[src/rtl/ldpc_nu_pkg.sv]
// Shared types of the serial LDPC node unit.
// Assumes: nothing beyond IEEE 1800-2017 enums.
package ldpc_nu_pkg;

    // Function applied to the node currently held in the unit.
    typedef enum logic {
        NODE_VAR = 1'b0,
        NODE_CHK = 1'b1
    } node_kind_e;

    // Collect messages, or return extrinsic results.
    typedef enum logic {
        PH_TAKE = 1'b0,
        PH_EMIT = 1'b1
    } phase_e;

endpackage

[src/rtl/nu_edge_store.sv]
// Edge store: keeps the incoming messages of the current node so that
// each edge's own message can be excluded after the last one arrives.
// Assumes: wr_addr and rd_addr stay below DEPTH; data only, no reset.
module nu_edge_store #(
    parameter int MSG_W = 6,
    parameter int DEPTH = 32,
    parameter int AW    = 5
) (
    input  logic             clk,
    input  logic             wr_en,
    input  logic [AW-1:0]    wr_addr,
    input  logic [MSG_W-1:0] wr_data,
    input  logic [AW-1:0]    rd_addr,
    output logic [MSG_W-1:0] rd_data
);

    logic [MSG_W-1:0] slot [DEPTH];

    // Write the accepted message into its arrival slot.
    always_ff @(posedge clk) begin
        for (int k = 0; k < DEPTH; k++) begin
            if (wr_en && (wr_addr == AW'(k))) begin
                slot[k] <= wr_data;
            end
        end
    end

    // Asynchronous read of the edge being emitted.
    assign rd_data = slot[rd_addr];

endmodule

[src/rtl/nu_sum_acc.sv]
// Wide accumulator for variable mode: channel LLR plus all messages.
// Assumes: ACC_W is wide enough for MAX_DEG messages plus the channel value.
module nu_sum_acc #(
    parameter int MSG_W = 6,
    parameter int ACC_W = 13
) (
    input  logic                    clk,
    input  logic                    rst_n,
    input  logic                    en,
    input  logic                    first,
    input  logic signed [MSG_W-1:0] ch,
    input  logic signed [MSG_W-1:0] msg,
    output logic signed [ACC_W-1:0] acc
);

    logic signed [ACC_W-1:0] ch_x;
    logic signed [ACC_W-1:0] msg_x;

    // Sign-extend both operands to the accumulator width.
    assign ch_x  = {{(ACC_W-MSG_W){ch[MSG_W-1]}}, ch};
    assign msg_x = {{(ACC_W-MSG_W){msg[MSG_W-1]}}, msg};

    // Restart with the channel value on the first message, else add.
    always_ff @(posedge clk) begin
        if (!rst_n) begin
            acc <= '0;
        end else if (en) begin
            acc <= first ? (ch_x + msg_x) : (acc + msg_x);
        end
    end

endmodule

[src/rtl/nu_min_track.sv]
// Min-sum tracker: smallest and second-smallest magnitude, position of the
// smallest, and parity of the signs over the information edges of a node.
// Assumes: the message code -32 never arrives (magnitude fits MSG_W-1 bits).
module nu_min_track #(
    parameter int MSG_W = 6,
    parameter int IDX_W = 5
) (
    input  logic                    clk,
    input  logic                    rst_n,
    input  logic                    en,
    input  logic                    first,
    input  logic signed [MSG_W-1:0] msg,
    input  logic [IDX_W-1:0]        idx,
    output logic [MSG_W-2:0]        min1,
    output logic [MSG_W-2:0]        min2,
    output logic [IDX_W-1:0]        min_idx,
    output logic                    sgn_x
);

    localparam int MAGW = MSG_W - 1;

    logic [MSG_W-1:0] neg_v;
    logic [MAGW-1:0]  mag;

    // Magnitude of the incoming message.
    assign neg_v = -msg;
    assign mag   = msg[MSG_W-1] ? neg_v[MAGW-1:0] : msg[MAGW-1:0];

    // Insert the new magnitude into the two-entry sorted minimum list.
    always_ff @(posedge clk) begin
        if (!rst_n) begin
            min1    <= '1;
            min2    <= '1;
            min_idx <= '0;
            sgn_x   <= 1'b0;
        end else if (en) begin
            if (first) begin
                min1    <= mag;
                min2    <= '1;
                min_idx <= idx;
                sgn_x   <= msg[MSG_W-1];
            end else begin
                sgn_x <= sgn_x ^ msg[MSG_W-1];
                if (mag < min1) begin
                    min2    <= min1;
                    min1    <= mag;
                    min_idx <= idx;
                end else if (mag < min2) begin
                    min2 <= mag;
                end
            end
        end
    end

endmodule

[src/rtl/nu_out_former.sv]
// Output former: builds the extrinsic result of one edge for either node
// kind, plus the backward (left parity) and forward (right parity) results
// of a check node.
// Assumes: left/right LLRs never carry -32; min1/min2 come from nu_min_track.
module nu_out_former
    import ldpc_nu_pkg::*;
#(
    parameter int MSG_W = 6,
    parameter int ACC_W = 13,
    parameter int IDX_W = 5
) (
    input  node_kind_e              kind,
    input  logic signed [ACC_W-1:0] acc,
    input  logic signed [MSG_W-1:0] edge_msg,
    input  logic [IDX_W-1:0]        edge_idx,
    input  logic [MSG_W-2:0]        min1,
    input  logic [MSG_W-2:0]        min2,
    input  logic [IDX_W-1:0]        min_idx,
    input  logic                    sgn_x,
    input  logic signed [MSG_W-1:0] left_msg,
    input  logic                    left_on,
    input  logic signed [MSG_W-1:0] right_msg,
    input  logic signed [MSG_W-1:0] right_ch,
    output logic [MSG_W-1:0]        edge_out,
    output logic [MSG_W-1:0]        bwd_out,
    output logic [MSG_W-1:0]        fwd_out
);

    localparam int MAGW = MSG_W - 1;
    localparam logic signed [ACC_W-1:0] SAT_HI = ACC_W'((2 ** (MSG_W - 1)) - 1);
    localparam logic signed [ACC_W-1:0] SAT_LO = -SAT_HI;

    // Magnitude of a symmetric-range LLR.
    function automatic logic [MAGW-1:0] mag_of(input logic [MSG_W-1:0] v);
        logic [MSG_W-1:0] n;
        n = -v;
        return v[MSG_W-1] ? n[MAGW-1:0] : v[MAGW-1:0];
    endfunction

    // Smaller of two magnitudes.
    function automatic logic [MAGW-1:0] lo(input logic [MAGW-1:0] a, input logic [MAGW-1:0] b);
        return (a < b) ? a : b;
    endfunction

    // Signed LLR from a sign flag and a magnitude.
    function automatic logic [MSG_W-1:0] with_sign(input logic s, input logic [MAGW-1:0] m);
        logic [MSG_W-1:0] p;
        p = {1'b0, m};
        return s ? -p : p;
    endfunction

    // Sign extension to the accumulator width.
    function automatic logic signed [ACC_W-1:0] sx(input logic [MSG_W-1:0] v);
        return {{(ACC_W-MSG_W){v[MSG_W-1]}}, v};
    endfunction

    // Symmetric saturation from the accumulator width to MSG_W.
    function automatic logic [MSG_W-1:0] clip(input logic signed [ACC_W-1:0] v);
        if (v > SAT_HI) begin
            return SAT_HI[MSG_W-1:0];
        end else if (v < SAT_LO) begin
            return SAT_LO[MSG_W-1:0];
        end
        return v[MSG_W-1:0];
    endfunction

    logic [MAGW-1:0]         left_mag;
    logic                    left_neg;
    logic [MAGW-1:0]         right_mag;
    logic                    right_neg;
    logic [MAGW-1:0]         own_rest;
    logic [MAGW-1:0]         chk_mag;
    logic                    chk_neg;
    logic signed [ACC_W-1:0] var_sum;
    logic [MSG_W-1:0]        fwd_ext;

    // Combine tracker state with the two parity edges for every result.
    always_comb begin
        left_mag  = left_on ? mag_of(left_msg) : '1;
        left_neg  = left_on & left_msg[MSG_W-1];
        right_mag = mag_of(right_msg);
        right_neg = right_msg[MSG_W-1];

        own_rest = (edge_idx == min_idx) ? min2 : min1;
        chk_mag  = lo(lo(own_rest, left_mag), right_mag);
        chk_neg  = sgn_x ^ edge_msg[MSG_W-1] ^ left_neg ^ right_neg;

        var_sum  = acc - sx(edge_msg);
        edge_out = (kind == NODE_CHK) ? with_sign(chk_neg, chk_mag) : clip(var_sum);

        bwd_out  = with_sign(sgn_x ^ right_neg, lo(min1, right_mag));
        fwd_ext  = with_sign(sgn_x ^ left_neg, lo(min1, left_mag));
        fwd_out  = clip(sx(right_ch) + sx(fwd_ext));
    end

endmodule

[src/rtl/ldpc_node_unit.sv]
// Serial LDPC node unit (top). Takes one edge message per clock until the
// last flag, then returns one extrinsic message per clock. Variable mode:
// channel plus other messages. Check mode: min-sum over the information
// edges and the two zigzag parity edges, with the right-hand result carried
// to the next check node.
// Assumes: MAX_DEG >= 2; last flag by the MAX_DEG-th message; no -32 input.
module ldpc_node_unit
    import ldpc_nu_pkg::*;
#(
    parameter int MSG_W   = 6,
    parameter int MAX_DEG = 32
) (
    input  logic             clk,
    input  logic             rst_n,
    input  logic             in_valid,
    output logic             in_ready,
    input  logic [MSG_W-1:0] in_msg,
    input  logic             in_last,
    input  logic             node_kind,
    input  logic [MSG_W-1:0] ch_llr,
    input  logic             grp_first,
    input  logic [MSG_W-1:0] par_rt,
    input  logic [MSG_W-1:0] par_ch,
    output logic             out_valid,
    output logic [MSG_W-1:0] out_msg,
    output logic             out_last,
    output logic             bwd_valid,
    output logic [MSG_W-1:0] bwd_msg
);

    localparam int IDX_W = $clog2(MAX_DEG);
    localparam int CNT_W = $clog2(MAX_DEG + 1);
    localparam int ACC_W = MSG_W + CNT_W + 1;

    phase_e            ph_q;
    logic [CNT_W-1:0]  cnt_q;
    logic [IDX_W-1:0]  rd_q;
    node_kind_e        kind_q;
    logic [MSG_W-1:0]  left_q;
    logic              left_on_q;
    logic [MSG_W-1:0]  rt_q;
    logic [MSG_W-1:0]  pch_q;
    logic [MSG_W-1:0]  fwd_q;

    logic              take;
    logic              first_beat;
    logic              emit;
    logic              emit_end;
    logic              bwd_slot;

    logic [MSG_W-1:0]  stored_msg;
    logic signed [ACC_W-1:0] acc;
    logic [MSG_W-2:0]  min1;
    logic [MSG_W-2:0]  min2;
    logic [IDX_W-1:0]  min_idx;
    logic              sgn_x;
    logic [MSG_W-1:0]  edge_out;
    logic [MSG_W-1:0]  bwd_out;
    logic [MSG_W-1:0]  fwd_new;

    // Handshake and phase decode.
    assign in_ready   = (ph_q == PH_TAKE);
    assign take       = in_valid && (ph_q == PH_TAKE);
    assign first_beat = take && (cnt_q == '0);
    assign emit       = (ph_q == PH_EMIT);
    assign emit_end   = emit && ((CNT_W'(rd_q) + CNT_W'(1)) == cnt_q);
    assign bwd_slot   = emit && (rd_q == '0) && (kind_q == NODE_CHK);

    nu_edge_store #(
        .MSG_W (MSG_W),
        .DEPTH (MAX_DEG),
        .AW    (IDX_W)
    ) u_store (
        .clk     (clk),
        .wr_en   (take),
        .wr_addr (cnt_q[IDX_W-1:0]),
        .wr_data (in_msg),
        .rd_addr (rd_q),
        .rd_data (stored_msg)
    );

    nu_sum_acc #(
        .MSG_W (MSG_W),
        .ACC_W (ACC_W)
    ) u_acc (
        .clk   (clk),
        .rst_n (rst_n),
        .en    (take),
        .first (first_beat),
        .ch    (ch_llr),
        .msg   (in_msg),
        .acc   (acc)
    );

    nu_min_track #(
        .MSG_W (MSG_W),
        .IDX_W (IDX_W)
    ) u_min (
        .clk     (clk),
        .rst_n   (rst_n),
        .en      (take),
        .first   (first_beat),
        .msg     (in_msg),
        .idx     (cnt_q[IDX_W-1:0]),
        .min1    (min1),
        .min2    (min2),
        .min_idx (min_idx),
        .sgn_x   (sgn_x)
    );

    nu_out_former #(
        .MSG_W (MSG_W),
        .ACC_W (ACC_W),
        .IDX_W (IDX_W)
    ) u_form (
        .kind      (kind_q),
        .acc       (acc),
        .edge_msg  (stored_msg),
        .edge_idx  (rd_q),
        .min1      (min1),
        .min2      (min2),
        .min_idx   (min_idx),
        .sgn_x     (sgn_x),
        .left_msg  (left_q),
        .left_on   (left_on_q),
        .right_msg (rt_q),
        .right_ch  (pch_q),
        .edge_out  (edge_out),
        .bwd_out   (bwd_out),
        .fwd_out   (fwd_new)
    );

    // Phase, message count and emit pointer sequencing.
    always_ff @(posedge clk) begin
        if (!rst_n) begin
            ph_q  <= PH_TAKE;
            cnt_q <= '0;
            rd_q  <= '0;
        end else if (take) begin
            cnt_q <= cnt_q + CNT_W'(1);
            if (in_last) begin
                ph_q <= PH_EMIT;
                rd_q <= '0;
            end
        end else if (emit) begin
            rd_q <= rd_q + IDX_W'(1);
            if (emit_end) begin
                ph_q  <= PH_TAKE;
                cnt_q <= '0;
            end
        end
    end

    // Capture the per-node side inputs with the first message only.
    always_ff @(posedge clk) begin
        if (!rst_n) begin
            kind_q    <= NODE_VAR;
            left_q    <= '0;
            left_on_q <= 1'b0;
            rt_q      <= '0;
            pch_q     <= '0;
        end else if (first_beat) begin
            kind_q    <= node_kind_e'(node_kind);
            left_q    <= grp_first ? '0 : fwd_q;
            left_on_q <= ~grp_first;
            rt_q      <= par_rt;
            pch_q     <= par_ch;
        end
    end

    // Carried zigzag value: cleared at a group start, renewed per check node.
    always_ff @(posedge clk) begin
        if (!rst_n) begin
            fwd_q <= '0;
        end else if (first_beat && node_kind && grp_first) begin
            fwd_q <= '0;
        end else if (bwd_slot) begin
            fwd_q <= fwd_new;
        end
    end

    // Registered extrinsic and backward outputs.
    always_ff @(posedge clk) begin
        if (!rst_n) begin
            out_valid <= 1'b0;
            out_msg   <= '0;
            out_last  <= 1'b0;
            bwd_valid <= 1'b0;
            bwd_msg   <= '0;
        end else begin
            out_valid <= emit;
            out_last  <= emit_end;
            bwd_valid <= bwd_slot;
            if (emit) begin
                out_msg <= edge_out;
            end
            if (bwd_slot) begin
                bwd_msg <= bwd_out;
            end
        end
    end

endmodule

[config.mk]
export PLATFORM = sky130hd
export DESIGN_NAME = ldpc_node_unit
export DESIGN_NICKNAME = d
export VERILOG_FILES = /design/src/rtl/ldpc_nu_pkg.sv /design/src/rtl/nu_edge_store.sv /design/src/rtl/nu_sum_acc.sv /design/src/rtl/nu_min_track.sv /design/src/rtl/nu_out_former.sv /design/src/rtl/ldpc_node_unit.sv
export SDC_FILE = /design/constraint.sdc
export NUM_CORES = 1
export LEC_CHECK = 0
export BUFFER_PORTS_ARGS = -buffer_cell sky130_fd_sc_hd__buf_4
export CORE_MARGIN = 3
export CORE_UTILIZATION = 56
export CTS_CLUSTER_DIAMETER = 100
export DETAILED_ROUTE_END_ITERATION = 8
export GPL_TIMING_DRIVEN = 0
export PLACE_DENSITY = 0.85
export SLEW_MARGIN = 20
export SYNTH_ARGS = -nofsm -noshare
export SYNTH_HDL_FRONTEND = slang
export SYNTH_SLANG_ARGS = --single-unit
[constraint.sdc]
create_clock -name clk -period 4.5 [get_ports clk]
set_input_delay 0 -clock clk [delete_from_list [all_inputs] [get_ports clk]]
set_output_delay 0 -clock clk [all_outputs]
set_load 0.05 [all_outputs]
# --- After elaboration in Yosys (flattened, before gate mapping) ---
# Memory sizes are Yosys's and may differ from the RTL's. A register that Yosys moved wholly into a read port is not among the register bits.
# Index checks and enable logic that the tools add are counted.
totals:
  reg_bits: 82
  ram_bits: 192
  in_bits: 30
  elab_cells: 371
  n_memories: 1
memory_table:
  columns: ["name", "depth", "width", "rd", "rd_ports_with_merged_regs", "wr", "line", "rtl"]
  rows:
  - ["u_store.slot", 32, 6, 1, 1, 1, "nu_edge_store.sv:17", "logic [MSG_W-1:0] slot [DEPTH];"]
classes:
  n_addsub: 13
  n_lt_le_gt_ge: 10
  eq_ne: 34
  mux: 202
  bitwise: 10
  n_reduce_logical: 82
ops:
  columns: ["cell", "n"]
  rows:
  - ["$mux 6", 45]
  - ["$mux 5", 52]
  - ["$reduce_or 6->1", 31]
  - ["$mux 1", 104]
  - ["$eq 5x5->1 const B", 16]
  - ["$eq 5x4->1 const B", 8]
  - ["$logic_and 1x1->1", 39]
  - ["$lt 5x5->1", 6]
  - ["$gt 13x6->1 const B", 2]
  - ["$lt 13x6->1 const B", 2]
  - ["$eq 5x3->1 const B", 4]
  - ["$neg 5->6", 3]
  - ["$neg 5->5", 3]
  - ["$add 6x6->7", 2]
  - ["$add 13x6->13", 1]
  - ["$mux 13", 1]
  - ["$sub 13x6->13", 1]
  - ["$eq 5x2->1 const B", 2]
  - ["$logic_not 5->1", 2]
  - ["$reduce_and 2->1", 4]
  - ["$add 5x1->6 const B", 1]
  - ["$add 6x1->6 const B", 1]
  - ["$eq 6x6->1", 1]
  - ["$logic_not 6->1", 1]
  - ["10 further kinds", 19]

# --- Longest topological paths before layout ---
# Gate-level depths: netlist of the first run.
logic_depth:
  depth_word: 37
  depth_mapped: 28
  mapped_depth_nobuf: 27

# --- By module ---
# From an unflattened synthesis of the first run, not the netlist that was laid out.
unflattened:
  hier_cells: 1167
  hier_area_um2: 14697.8
by_module_without_submodules:
  columns: ["mod", "n_inst", "cells_per_inst", "area_each_um2", "seq_area_each_um2"]
  rows:
  - ["nu_edge_store", 1, 322, 7519.7, 5765.5]
  - ["nu_out_former", 1, 334, 2439.8, 0.0]
  - ["ldpc_node_unit", 1, 260, 2428.6, 1061.0]
  - ["nu_sum_acc", 1, 143, 1326.3, 260.2]
  - ["nu_min_track", 1, 108, 983.4, 320.3]

# --- Worst setup path after synthesis of the first run ---
# OpenSTA, ideal clock, no wires.
synth_path:
  path_type: "reg2reg"
  startpoint: "register rd_q[3]"
  endpoint: "register out_msg[4]"
  setup_time_ps: 135
  t_arrival_ps: 4723
  required_ps: 4365
  setup_slack_ps: -358
  stages_incl_launch_ff: 27
  synth_period_minus_slack_ps: 4858
  path_cell_list: "dfxtp_1 > buf_6 > xor2_1 > or2_1 > nor2_1 > o21ai_0 > ha_1 > o21ai_0 > a31o_2 > a32oi_4 > mux2_2 > ha_1 > a21o_1 > a21o_1 > a21o_1 > nor4b_1 > a211o_1 > buf_6 > o21ai_0 > inv_1 > ha_1 > inv_1 > o31ai_1 > xor2_1 > nand2_1 > o211ai_1 > a31oi_1"
synth_between:
  elab_chain_cells: 9
synth_rtl:
  columns: ["item", "line", "rtl"]
  rows:
  - ["start, declared", "ldpc_node_unit.sv:37", "logic [IDX_W-1:0] rd_q;"]
  - ["start signal, assigned", "ldpc_node_unit.sv:146", "rd_q <= rd_q + IDX_W'(1);"]
  - ["$eq 5x5->1 (*)", "nu_out_former.sv:84", "own_rest = (edge_idx == min_idx) ? min2 : min1;"]
  - ["$mux 5 (*)", "nu_out_former.sv:84", null]
  - ["$lt 5x5->1", "nu_out_former.sv:42", "return (a < b) ? a : b;"]
  - ["$mux 5 (*)", "nu_out_former.sv:42", null]
  - ["$lt 5x5->1", "nu_out_former.sv:42", null]
  - ["$mux 5 (*)", "nu_out_former.sv:42", null]
  - ["$neg 5->6", "nu_out_former.sv:49", "return s ? -p : p;"]
  - ["$mux 6 (*)", "nu_out_former.sv:49", null]
  - ["$mux 6 (*)", "nu_out_former.sv:89", "edge_out = (kind == NODE_CHK) ? with_sign(chk_neg, chk_mag) : clip(var_sum);"]
  - ["end signal, assigned", "ldpc_node_unit.sv:195", "out_msg <= edge_out;"]
  - ["end, declared", "ldpc_node_unit.sv:25", "output logic [MSG_W-1:0] out_msg,"]
# Every way passes the cells marked *; elsewhere a longest branch is shown, timed or not.
# A chain may end at the register's enable or synchronous reset.

==> results.py, run 1 <==
metrics = {
    "routing": {
        "drc": 0,
        "ant_nets": 0,
        "wl_um": 38570,
        "wire_per_inst_um": 23.43,
        "firstDrtPassIters": 8,
        "via_per_inst": 6.307,
        "drtIter0Drc": 1195,
        "vias": 10380,
    },
    "power_and_ir_drop": {
        "internal-power_uw": 5178,
        "power_frac_clock_pct": 34.1,
        "finalPower_uw": 7347,
        "p_seq_share_pct": 38.9,
        "p_leak_uw": 0.006381,
        "sw_frac_of_total_pct": 29.53,
        "power.density_nw_per_um2": 427.8,
        "switchingPower_uw": 2170,
        "combinationalPowerShare_pct": 27.0,
        "ir_drop_v": 0.0003131,
    },
    "layout": {
        "final_area_sq_um": 17170,
        "drive_gt1_share_pct": 24.81,
        "fill_cells": 1491,
        "area_delta_synth_final_pct": 22.38,
        "diodes": 0,
        "multi_input_area_sq_um": 6721,
        "ff_latch_area_sq_um": 7521,
        "nNetsFinal": 1404,
    },
    "min_path": {
        "hp-start": "ch_llr[5]",
        "whs_endpoint": "u_acc.acc[5]",
        "hold_depth": 5,
        "min_path_type": "input port to flop",
    },
    "die": {
        "die_x_um": 164.3,
        "rows": 57,
        "boundaryPins": 46,
        "die_h_um": 164.3,
        "floorplan.initialDensity_pct": 57.37,
        "die_area_sq_um": 26990,
        "fp.coreArea_sq_um": 24460,
    },
    "synth": {
        "yosys.area_share.simple_pct": 10.41,
        "synthXorXnorAreaFrac_pct": 3.682,
        "synthAdderAreaFrac_pct": 6.972,
        "synth_top_cell_by_area": "edfxtp_1",
        "synth_mux_area_share_pct": 11.84,
        "async_flop_share_pct": 0,
        "syn-instance-count": 1150,
        "yosysSeqAreaShare_pct": 53.50,
        "synth_common_cells": "192 x edfxtp_1, 123 x nand2_1, 87 x dfxtp_1",
        "syn_area_per_cell_sq_um": 12.20,
        "synth_fp_nets": 1255,
        "synth.area.top_cells": "edfxtp_1 41%, dfxtp_1 12%, mux4_2 9.5%, ha_1 6.3%, nand2_1 3.3%",
        "synth.most_common_cell": "edfxtp_1",
        "synth_top_area_share_pct": 41.08,
        "synth-compound-area-share_pct": 10.66,
        "synth_edf_count": 192,
        "syn_area_sq_um": 14030,
        "synthDistinctLibCells": 69,
        "ys.flop_type": "edfxtp_1",
        "yosysWarningCount": 0,
        "synth_top_family_by_area": "multiplexers",
        "synth-seq-cells": 279,
    },
    "sta": {
        "skew_ns": 0.01367,
        "post-route-period-util_pct": 106.1,
        "slew_violations": 0,
        "finalSetupViolCount": 7,
        "worst_slew_pin_slew_ns": 1.128,
        "finalHoldViolCount": 0,
        "layout_setup_ws_ns": -0.2752,
        "fin_crit_ns": 4.775,
        "slew_headroom_pct": 24.20,
        "rsz0062_at_grt": "yes",
        "fmax_mhz": 209.4,
    },
    "setup_path": {
        "rr_endpoint": "out_msg[4]",
        "setup.worst_path.end_class": "flop",
        "worstRegToRegCells": 18,
        "required_ns": 4.99,
        "crit_type": "flop to flop",
        "crit_path_start_kind": "flop",
        "crit_fanout": 10,
        "r2r_slack_ns": -0.28,
        "critPathArrivalTime_ns": 5.27,
    },
    "grt": {
        "grt_first_pass_wirelength_um": 57860,
        "grt_max_degree": 42,
        "antenna_found_initial": 0,
        "grt_pass1_vias": 10310,
        "grt_overflow": 0,
        "track_usage_pct": 27.85,
    },
    "placement": {
        "gp_congestion": 0.9153,
        "dpl_cell_area_sq_um": 14820,
        "io_buffers": 45,
        "dpl_worst_slack_ns": -1.500,
        "hpwl_um": 24070,
    },
    "clock_tree": {
        "htree_num_levels": 1,
        "clk_pin_slew_worst_paths_ns": 0.06,
        "cts_root_buffer": "clkbuf_16",
        "cts.sink_count": 279,
        "cts_buffer_depth": 3,
        "cts_tree": "done",
        "clk_latency_ns": 0.57,
        "cts_buffers": 29,
    },
    "run_status": {
        "status": "complete, but fails checks",
        "violations": "setup timing",
    },
    "run": {
        "cap_violations": 0,
    },
}
[area by class of cell]
class,instances,share of cell area (%)
flip-flops and latches,279,43.79
multi-input cells,767,39.14
repair buffers,120,5.850
clock buffers,39,4.699
well taps,324,2.360
plain buffers,46,1.785
inverters,56,1.239
clock inverters,15,1.137
[power by group through the flow]
stage / clock, uW / sequential (uW) / combinational [uW]
floorplan: 0 / 2920 / 994
finish: 2500 / 2860 / 1980
global placement: 0 / 2900 / 1330
detailed placement: 0 / 2910 / 1380
CTS: 2510 / 2850 / 1680
global route: 2610 / 2870 / 2120
[state kept, by name (all words and copies together), names as in the netlist, 6 cells and up, named ones only]
register	count
u_acc.acc	13
fwd_q	6
out_msg	6
bwd_msg	6
cnt_q	6
rt_q	6
u_store.slot	192
pch_q	6
left_q	6
[cell usage in the layout (no fill, tap or decap), types with 18 or more instances in the layout]
cell type,instances
edfxtp_1,192
nand2_1,119
buf_4,89
dfxtp_1,78
nor2_1,76
mux4_2,59
ha_1,58
o21ai_0,57
inv_1,49
clkbuf_1,36
a21oi_1,33
clkbuf_16,31
xnor2_1,27
a21boi_0,27
dlygate4sd3_1,23
mux2i_1,20
nor2b_1,20
xor2_1,18
and2_1,18
[worst max path at each step]
stage                     slack [ns]  cells past startpoint    endpoint     from
final                          -0.28                     18  out_msg[4]     flop
after global routing           -0.43                     25  out_msg[4]  rd_q[1]
after CTS                      -0.18                     26  out_msg[4]  rd_q[3]
after global placement         -1.39                     19  out_msg[2]     flop
after detailed placement       -1.50                     18  out_msg[2]     flop
after floorplan                -0.10                     26  out_msg[4]  rd_q[3]
[worst max-delay path, stage by stage (launching register included)]
cell and delay, ns:
dfxtp_2 0.34, buf_12 0.15, buf_12 0.18, mux4_2 0.56
mux4_2 0.53, mux2i_4 0.20, ha_1 0.27, nor2b_1 0.14
o21ai_0 0.37, a21oi_1 0.22, o21a_1 0.23, nor2_1 0.16
xnor2_1 0.24, nand4_1 0.22, o31ai_4 0.32, buf_6 0.17
a21o_1 0.19, nand2_1 0.07, a31oi_1 0.14
[routing by layer]
layer | wire, um | global-route usage, %
met2 | 19330 | 47.82
met4 | 1640 | 10.03
met1 | 14400 | 35.97
met3 | 3206 | 4.338
met5 | 0 | 0
[logic make-up (layout without fill, tap and decap cells)]
logic type / count (synthesis) / count (layout)
XOR/XNOR: 59 / 59
adder cells (fa/ha/maj): 76 / 76
AND/OR/NAND/NOR: 314 / 314
AO/OA/AOI/OAI: 229 / 229
flip-flops: 279 / 279
buffers and inverters: 104 / 276
multiplexers: 89 / 89
[stage by stage]
stage | utilization, % | hold slack [ns] | std cells | TNS (ns)
CTS | 68.32 | 0.006267 | 1631 | -0.3122
global route | 70.21 | 0.04463 | 1646 | -2.276
global placement | 60.57 | 0.2636 | 1519 | -8.173
floorplan | - | 0.09887 | 1150 | -0.1417
detailed placement | 60.57 | 0.2711 | 1519 | -9.166
finish | 70.21 | 0.01369 | 1646 | -1.291
[repair_timing]
item	in CTS	in global routing
hold endpoints to repair	218	0
hold buffers	23	0
setup endpoints to repair	11	12
gates resized for setup	110	78
gates cloned	1	0
pin swaps	30	60
buffers inserted	35	21
No activity file was read; power rests on OpenSTA's default activity.
==> run 2: changes to the inputs <==
--- a/config.mk
+++ b/config.mk
@@ -7,12 +7,13 @@
 export LEC_CHECK = 0
 export BUFFER_PORTS_ARGS = -buffer_cell sky130_fd_sc_hd__buf_4
 export CORE_MARGIN = 3
-export CORE_UTILIZATION = 56
+export CORE_UTILIZATION = 57
 export CTS_CLUSTER_DIAMETER = 100
 export DETAILED_ROUTE_END_ITERATION = 8
 export GPL_TIMING_DRIVEN = 0
-export PLACE_DENSITY = 0.85
+export PLACE_DENSITY = 0.86
 export SLEW_MARGIN = 20
 export SYNTH_ARGS = -nofsm -noshare
 export SYNTH_HDL_FRONTEND = slang
+export SYNTH_HIERARCHICAL = 1
 export SYNTH_SLANG_ARGS = --single-unit
==> run 2 against run 1 <==
Effect of this change: the flow still finishes with violations (setup timing); non-clock buffer count is 42 higher; combinational power rose by 27%; total power up 5.6%; sequential share of layout area shrank 2.8 points; synthesized cell count increased by 1.5%; register-to-register slack got worse by 0.66 ns; critical path type unchanged; clock skew fell by 0.0013 ns; largest cell class unchanged; sequential power about the same; final cell count rose by 4.0%; critical path depth grew 10.
==> results.py, run 2 <==
metrics = {
    "die": {
        "die_h_um": 166.6,
        "die_area_sq_um": 27750,
        "fp.coreArea_sq_um": 25250,
        "boundaryPins": 46,
        "die_x_um": 166.6,
        "floorplan.initialDensity_pct": 58.20,
        "rows": 58,
    },
    "grt": {
        "grt_max_degree": 49,
        "grt_util_met3_pct": 4.700,
        "busiest_layer": "met2",
        "antenna_found_initial": 1,
        "grtUsageMet2_pct": 48.05,
        "track_usage_pct": 29.02,
        "grt_overflow": 0,
        "met1_usage_pct": 38.78,
        "grt_first_pass_wirelength_um": 63900,
        "grt_pass1_vias": 11300,
    },
    "routing": {
        "wl_um": 43120,
        "ant_nets": 0,
        "drc": 0,
        "drtIter0Drc": 1778,
        "vias": 11530,
        "via_per_inst": 6.734,
        "wire_per_inst_um": 25.19,
        "firstDrtPassIters": 6,
    },
    "min_path": {
        "min_path_type": "input port to flop",
    },
    "synth": {
        "yosysSeqAreaShare_pct": 50.40,
        "syn_area_per_cell_sq_um": 12.59,
        "synth.area.top_cells": "edfxtp_1 39%, dfxtp_1 11%, mux4_2 8.6%, ha_1 5.5%, mux2i_1 3.1%",
        "syn-instance-count": 1167,
        "synth_edf_count": 192,
        "synthDistinctLibCells": 99,
        "synth_common_cells": "192 x edfxtp_1, 87 x nand2_1, 82 x dfxtp_1",
        "synth_top_cell_by_area": "edfxtp_1",
        "synth_top_area_share_pct": 39.23,
        "ys.flop_type": "edfxtp_1",
        "synth.most_common_cell": "edfxtp_1",
        "syn_area_sq_um": 14700,
        "synth_fp_nets": 1266,
        "async_flop_share_pct": 0,
        "yosysWarningCount": 6,
        "synth-seq-cells": 274,
    },
    "sta": {
        "setup_tns_ns": -8.064,
        "finalHoldViolCount": 0,
        "skew_ns": 0.01239,
        "post-route-period-util_pct": 120.8,
        "slew_headroom_pct": 37.52,
        "whs_ns": 0.03574,
        "layout_setup_ws_ns": -0.9382,
        "fmax_mhz": 183.9,
        "fin_crit_ns": 5.438,
        "finalSetupViolCount": 12,
        "slew_violations": 0,
        "worst_slew_pin_slew_ns": 0.9294,
        "rsz0062_at_grt": "yes",
    },
    "clock_tree": {
        "cts_tree": "done",
        "cts_buffer_depth": 3,
        "clk_pin_slew_worst_paths_ns": 0.06,
        "cts.sink_count": 274,
        "cts_root_buffer": "clkbuf_16",
        "cts_buffers": 29,
        "clk_latency_ns": 0.57,
        "htree_num_levels": 1,
    },
    "setup_path": {
        "crit_slowest_cell": "a211oi_1",
        "crit_path_start_kind": "flop",
        "crit_type": "flop to flop",
        "cp.buffers_inverters": 5,
        "required_ns": 5.00,
        "critical-path-top-delay-family": "compound AO/OA/AOI/OAI gates",
        "crit_path_max_incr_delay_ns": 0.58,
        "crit_fanout": 3,
        "setup.worst_path.end_class": "flop",
        "crit_top_cell": "ha_4",
        "critPathArrivalTime_ns": 5.94,
    },
    "layout": {
        "reg_top3": "u_store/slot (192), u_acc/acc (13)",
        "area_delta_synth_final_pct": 23.32,
        "fin_cells": 1712,
        "top_register": "u_store/slot",
        "layout_commonest_cell": "edfxtp_1",
        "drive_gt1_share_pct": 31.33,
        "largest_reg_flops": 192,
        "diodes": 0,
        "final_area_sq_um": 18120,
        "nNetsFinal": 1458,
        "layout_common_cells": "192 x edfxtp_1, 132 x buf_4, 84 x nand2_1, 73 x nor2_1, 71 x dfxtp_1",
    },
    "placement": {
        "gp_congestion": 0.8780,
        "hpwl_um": 23120,
        "io_buffers": 45,
        "dpl.cell_count": 1543,
        "dpl_cell_area_sq_um": 15580,
    },
    "run_status": {
        "status": "complete, but fails checks",
        "violations": "setup timing",
    },
    "power_and_ir_drop": {
        "finalPower_uw": 7762,
        "p_leak_uw": 0.006684,
        "power.density_nw_per_um2": 428.3,
        "ir_drop_v": 0.0004740,
    },
    "run": {
        "cap_violations": 0,
    },
}
run 2: cell types whose count changed in the layout (fill, tap and decap cells not counted), moves of 8 or more:
cell      change
buf_4        +43
nand2_1      -35
o21ai_0      -20
mux2i_1      +19
a21boi_0     -17
clkbuf_1     -17
and2_1       -12
nor2b_1      +12
nand3_1      +10
a21boi_2      +9
nand4_1       +8
run 2: kinds of logic after synthesis:
logic type               share of synthesized area, %
AO/OA/AOI/OAI                                   11.47
XOR/XNOR                                        3.397
adder cells (fa/ha/maj)                         6.436
buffers and inverters                           3.848
flip-flops                                      50.40
multiplexers                                    13.30
AND/OR/NAND/NOR                                 11.16
run 2: repair_timing:
| item | CTS | global route |
|---|---|---|
| endpoints found under the hold margin | 243 | 0 |
| resized for setup | 92 | 38 |
| setup buffers | 77 | 12 |
| gates cloned | 2 | 0 |
| hold buffers | 26 | 0 |
| endpoints found under the setup margin | 12 | 12 |
| pin swaps | 50 | 30 |
run 2: worst reg2reg max path, delay by kind of cell, from the launching register on:
kind | cells | cell delay [ns]
compound gates | 12 | 2.47
fa+ha+maj | 4 | 0.81
buf+inv | 5 | 0.54
flops | 1 | 0.34
mux | 5 | 0.95
simple gates | 2 | 0.24
run 2: power breakdown:
group | internal (uW) | leakage (uW) | switching [uW] | total (uW)
logic | 1170 | 0.00382 | 1340 | 2510
registers | 2760 | 0.00240 | 86.5 | 2850
clock network | 1370 | 0.000455 | 1040 | 2400
total | 5300 | 0.00668 | 2460 | 7760
run 2: layout make-up:
| class | instances | area [sq um] |
|---|---|---|
| inverters | 53 | 202.7 |
| clock buffers | 34 | 744.5 |
| multi-input cells | 793 | 7395 |
| well taps | 330 | 412.9 |
| fillers | 1434 | 7129 |
| plain buffers | 46 | 379.1 |
| clock inverters | 20 | 203.9 |
| flip-flops and latches | 274 | 7433 |
| repair buffers | 162 | 1354 |
run 2: stage by stage:
step | setup WS, ns | util (%)
2_1_floorplan | -0.5590 | -
3_3_place_gp | -0.9929 | 61.66
3_5_place_dp | -1.120 | 61.71
4_1_cts | -0.5553 | 70.66
5_1_grt | -1.007 | 71.77
6_report | -0.9382 | 71.77
run 2: worst paths after layout:
kind	start	endpoint	slack [ns]	cells after the start
setup reg to reg	left_q[0]	out_msg[4]	-0.94	28
setup / recovery	left_q[0]	out_msg[4]	-0.94	28
hold reg to reg	rt_q[4]	rt_q[4]	0.48	2
hold / removal	ch_llr[3]	u_acc/acc[3]	0.04	5
run 2: routing by layer:
metal | share of wire [%] | wire, um
met1 | 36 | 15620
met2 | 48 | 20500
met3 | 10 | 4405
met4 | 6.0 | 2586
met5 | 0.026 | 11
==> run 3: changes to the inputs <==
--- a/config.mk
+++ b/config.mk
@@ -5,6 +5,7 @@
 export SDC_FILE = /design/constraint.sdc
 export NUM_CORES = 1
 export LEC_CHECK = 0
+export ABC_AREA = 1
 export BUFFER_PORTS_ARGS = -buffer_cell sky130_fd_sc_hd__buf_4
 export CORE_MARGIN = 3
 export CORE_UTILIZATION = 57
==> run 3 against run 2 <==
Effect of this change: the run now ends clean; setup slack better by 1.1 ns; sequential share of layout area up 1.2 points; flip-flop and latch count unchanged; routed wire length down 5.5%; sequential power about the same; largest power group unchanged.
==> results.py, run 3 <==
metrics = {
    "routing": {
        "firstDrtPassIters": 6,
        "via_per_inst": 5.839,
        "ant_nets": 0,
        "drc": 0,
        "wire_per_inst_um": 17.72,
        "wl_um": 40740,
        "vias": 13420,
        "drtIter0Drc": 1217,
    },
    "power_and_ir_drop": {
        "finalPower_uw": 7474,
        "ir_drop_v": 0.0003560,
        "p_leak_uw": 0.007565,
        "power.density_nw_per_um2": 425.6,
    },
    "die": {
        "die_h_um": 169.1,
        "die_x_um": 169.1,
        "rows": 59,
        "fp.coreArea_sq_um": 26130,
        "die_area_sq_um": 28610,
        "boundaryPins": 46,
        "floorplan.initialDensity_pct": 58.05,
    },
    "synth": {
        "synth_top_family_by_area": "simple AND/OR/NAND/NOR gates",
        "synth_common_cells": "545 x nand2_1, 242 x nand3_1, 192 x edfxtp_1",
        "synthXorXnorAreaFrac_pct": 1.839,
        "synth.area.top_cells": "edfxtp_1 38%, nand2_1 13%, dfxtp_1 11%, nand3_1 8.0%, ha_1 5.4%",
        "syn_area_per_cell_sq_um": 8.299,
        "yosysSeqAreaShare_pct": 48.82,
        "syn-instance-count": 1828,
        "ys.flop_type": "edfxtp_1",
        "synthAdderAreaFrac_pct": 5.889,
        "synth_top_area_share_pct": 38.00,
        "synthDistinctLibCells": 52,
        "synth-seq-cells": 274,
        "synth_top_cell_by_area": "edfxtp_1",
        "synth_edf_count": 192,
        "synth-compound-area-share_pct": 6.219,
        "syn_area_sq_um": 15170,
        "synth.most_common_cell": "nand2_1",
        "async_flop_share_pct": 0,
        "synth_fp_nets": 1927,
        "yosysWarningCount": 6,
        "synth_mux_area_share_pct": 0,
        "yosys.area_share.simple_pct": 30.10,
    },
    "layout": {
        "top_register": "u_store/slot",
        "fill_cells": 1967,
        "final_area_sq_um": 17560,
        "reg_top3": "u_store/slot (192), u_acc/acc (13)",
        "drive_gt1_share_pct": 12.68,
        "largest_reg_flops": 192,
        "area_delta_synth_final_pct": 15.76,
        "layout_common_cells": "541 x nand2_1, 242 x nand3_1, 192 x edfxtp_1, 168 x inv_1, 156 x nor2_1",
        "nNetsFinal": 2041,
        "diodes": 0,
        "layout_commonest_cell": "nand2_1",
        "utilization_pct": 67.20,
    },
    "grt": {
        "grt_max_degree": 43,
        "antenna_found_initial": 0,
        "grt_pass1_vias": 12780,
        "grt_overflow": 0,
        "grt_first_pass_wirelength_um": 63420,
        "track_usage_pct": 27.45,
    },
    "min_path": {
        "min_path_type": "input port to flop",
    },
    "placement": {
        "io_buffers": 45,
        "hpwl_um": 28000,
        "gp_congestion": 0.9337,
        "dpl_cell_area_sq_um": 15930,
    },
    "sta": {
        "fmax_mhz": 231.8,
        "finalSetupViolCount": 0,
        "skew_ns": 0.02969,
        "post-route-period-util_pct": 95.86,
        "slew_violations": 0,
        "whs_ns": 0.02806,
        "worst_slew_pin_slew_ns": 0.7486,
        "fin_crit_ns": 4.314,
        "finalHoldViolCount": 0,
        "slew_headroom_pct": 49.91,
    },
    "clock_tree": {
        "cts_root_buffer": "clkbuf_16",
        "clk_pin_slew_worst_paths_ns": 0.07,
        "cts_buffers": 28,
        "clk_latency_ns": 0.58,
        "cts_tree": "done",
        "cts.sink_count": 274,
        "cts_buffer_depth": 3,
        "htree_num_levels": 1,
    },
    "setup_path": {
        "crit_path_start_kind": "flop",
        "critPathArrivalTime_ns": 4.75,
        "crit_type": "flop to flop",
        "r2r_slack_ns": 0.19,
        "crit_fanout": 8,
        "required_ns": 4.94,
        "setup.worst_path.end_class": "flop",
    },
    "run": {
        "cap_violations": 0,
    },
    "run_status": {
        "status": "completed",
    },
}
run 3: cell types whose count changed after synthesis, sizes merged, moves of 16 or more:
cell,before,now
nor2b,33,0
buf,27,44
nand3,23,255
mux2i,46,0
nand2b,16,0
nor2,80,163
inv,53,183
mux4,60,0
a21boi,21,0
a21oi,44,69
o21ai,53,77
nand2,92,569
nand4,10,28
xnor2,41,12
run 3: critical path: stages (launching register included):
cell and delay (ns):
dfxtp_1 0.35, inv_1 0.07, ha_1 0.29, nand2_1 0.06, inv_1 0.05, nor3_4 0.19, ha_1 0.26, a21oi_2 0.16
o21ai_2 0.09, o221ai_4 0.30, nand2_1 0.11, o21ai_2 0.10, inv_1 0.08, ha_1 0.20, a31oi_1 0.20, xor2_1 0.19
inv_1 0.08, ha_1 0.31, a21oi_1 0.20, nand2_2 0.10, xor2_2 0.16, inv_1 0.08, a21oi_2 0.20, nor2_1 0.09
nand2_1 0.06, nand2_1 0.05, nand4_1 0.09, a21oi_1 0.07
run 3: repair_timing:
action	CTS	global route
pin swaps	1	13
endpoints found under the setup margin	11	11
setup buffers	0	14
hold endpoints to repair	236	0
gates resized for setup	6	44
hold buffers	25	0
run 3: through the flow:
step / setup slack [ns] / instances / setup TNS, ns
2_1_floorplan: 0.4200 / 1828 / 0
3_3_place_gp: -0.1366 / 2208 / -0.4076
3_5_place_dp: -0.2346 / 2208 / -1.350
4_1_cts: 0.02533 / 2285 / 0
5_1_grt: -0.07281 / 2299 / -0.2389
6_report: 0.1862 / 2299 / 0
run 3: layout make-up:
type | count | area [sq um] | share of cell area (%)
Clock inverter | 22 | 361.6 | 2.059
Clock buffer | 30 | 729.5 | 4.154
Inverter | 184 | 699.4 | 3.983
Buffer | 65 | 402.9 | 2.294
Sequential cell | 274 | 7420 | 42.25
Multi-Input combinational cell | 1305 | 6837 | 38.93
Timing Repair Buffer | 84 | 693.2 | 3.947
Tap cell | 335 | 419.2 | 2.387
run 3: where the power goes:
part | leakage (uW) | switching [uW] | internal, uW | total [uW]
logic | 0.00463 | 1250 | 685 | 1940
registers | 0.00240 | 76.9 | 2760 | 2840
clock network | 0.000530 | 1040 | 1650 | 2700
total | 0.00756 | 2370 | 5100 | 7470
run 3: cells by family (layout without fill, tap and decap cells):
kind of cell             after synthesis  in the layout
buffers and inverters                249            385
flip-flops                           274            274
AO/OA/AOI/OAI                        171            171
adder cells (fa/ha/maj)               69             69
XOR/XNOR                              31             31
AND/OR/NAND/NOR                     1034           1034
run 3: final timing paths:
path | start | to | cells after the start
worst max-delay path | left_q[0] | fwd_q[2] | 27
worst min register to register | bwd_msg[1] | bwd_msg[1] | 2
worst min-delay path | ch_llr[1] | u_acc/acc[1] | 6
worst max register to register | left_q[0] | fwd_q[2] | 27
run 3: routing by layer:
metal / part of all wire, % / GRT usage, % / vias up
met5: 0 / 0 / -
li1: - / - / 6334
met3: 8.4 / 4.496 / 124
met4: 4.4 / 11.84 / 0
met1: 39 / 34.68 / 6288
met2: 48 / 46.97 / 677
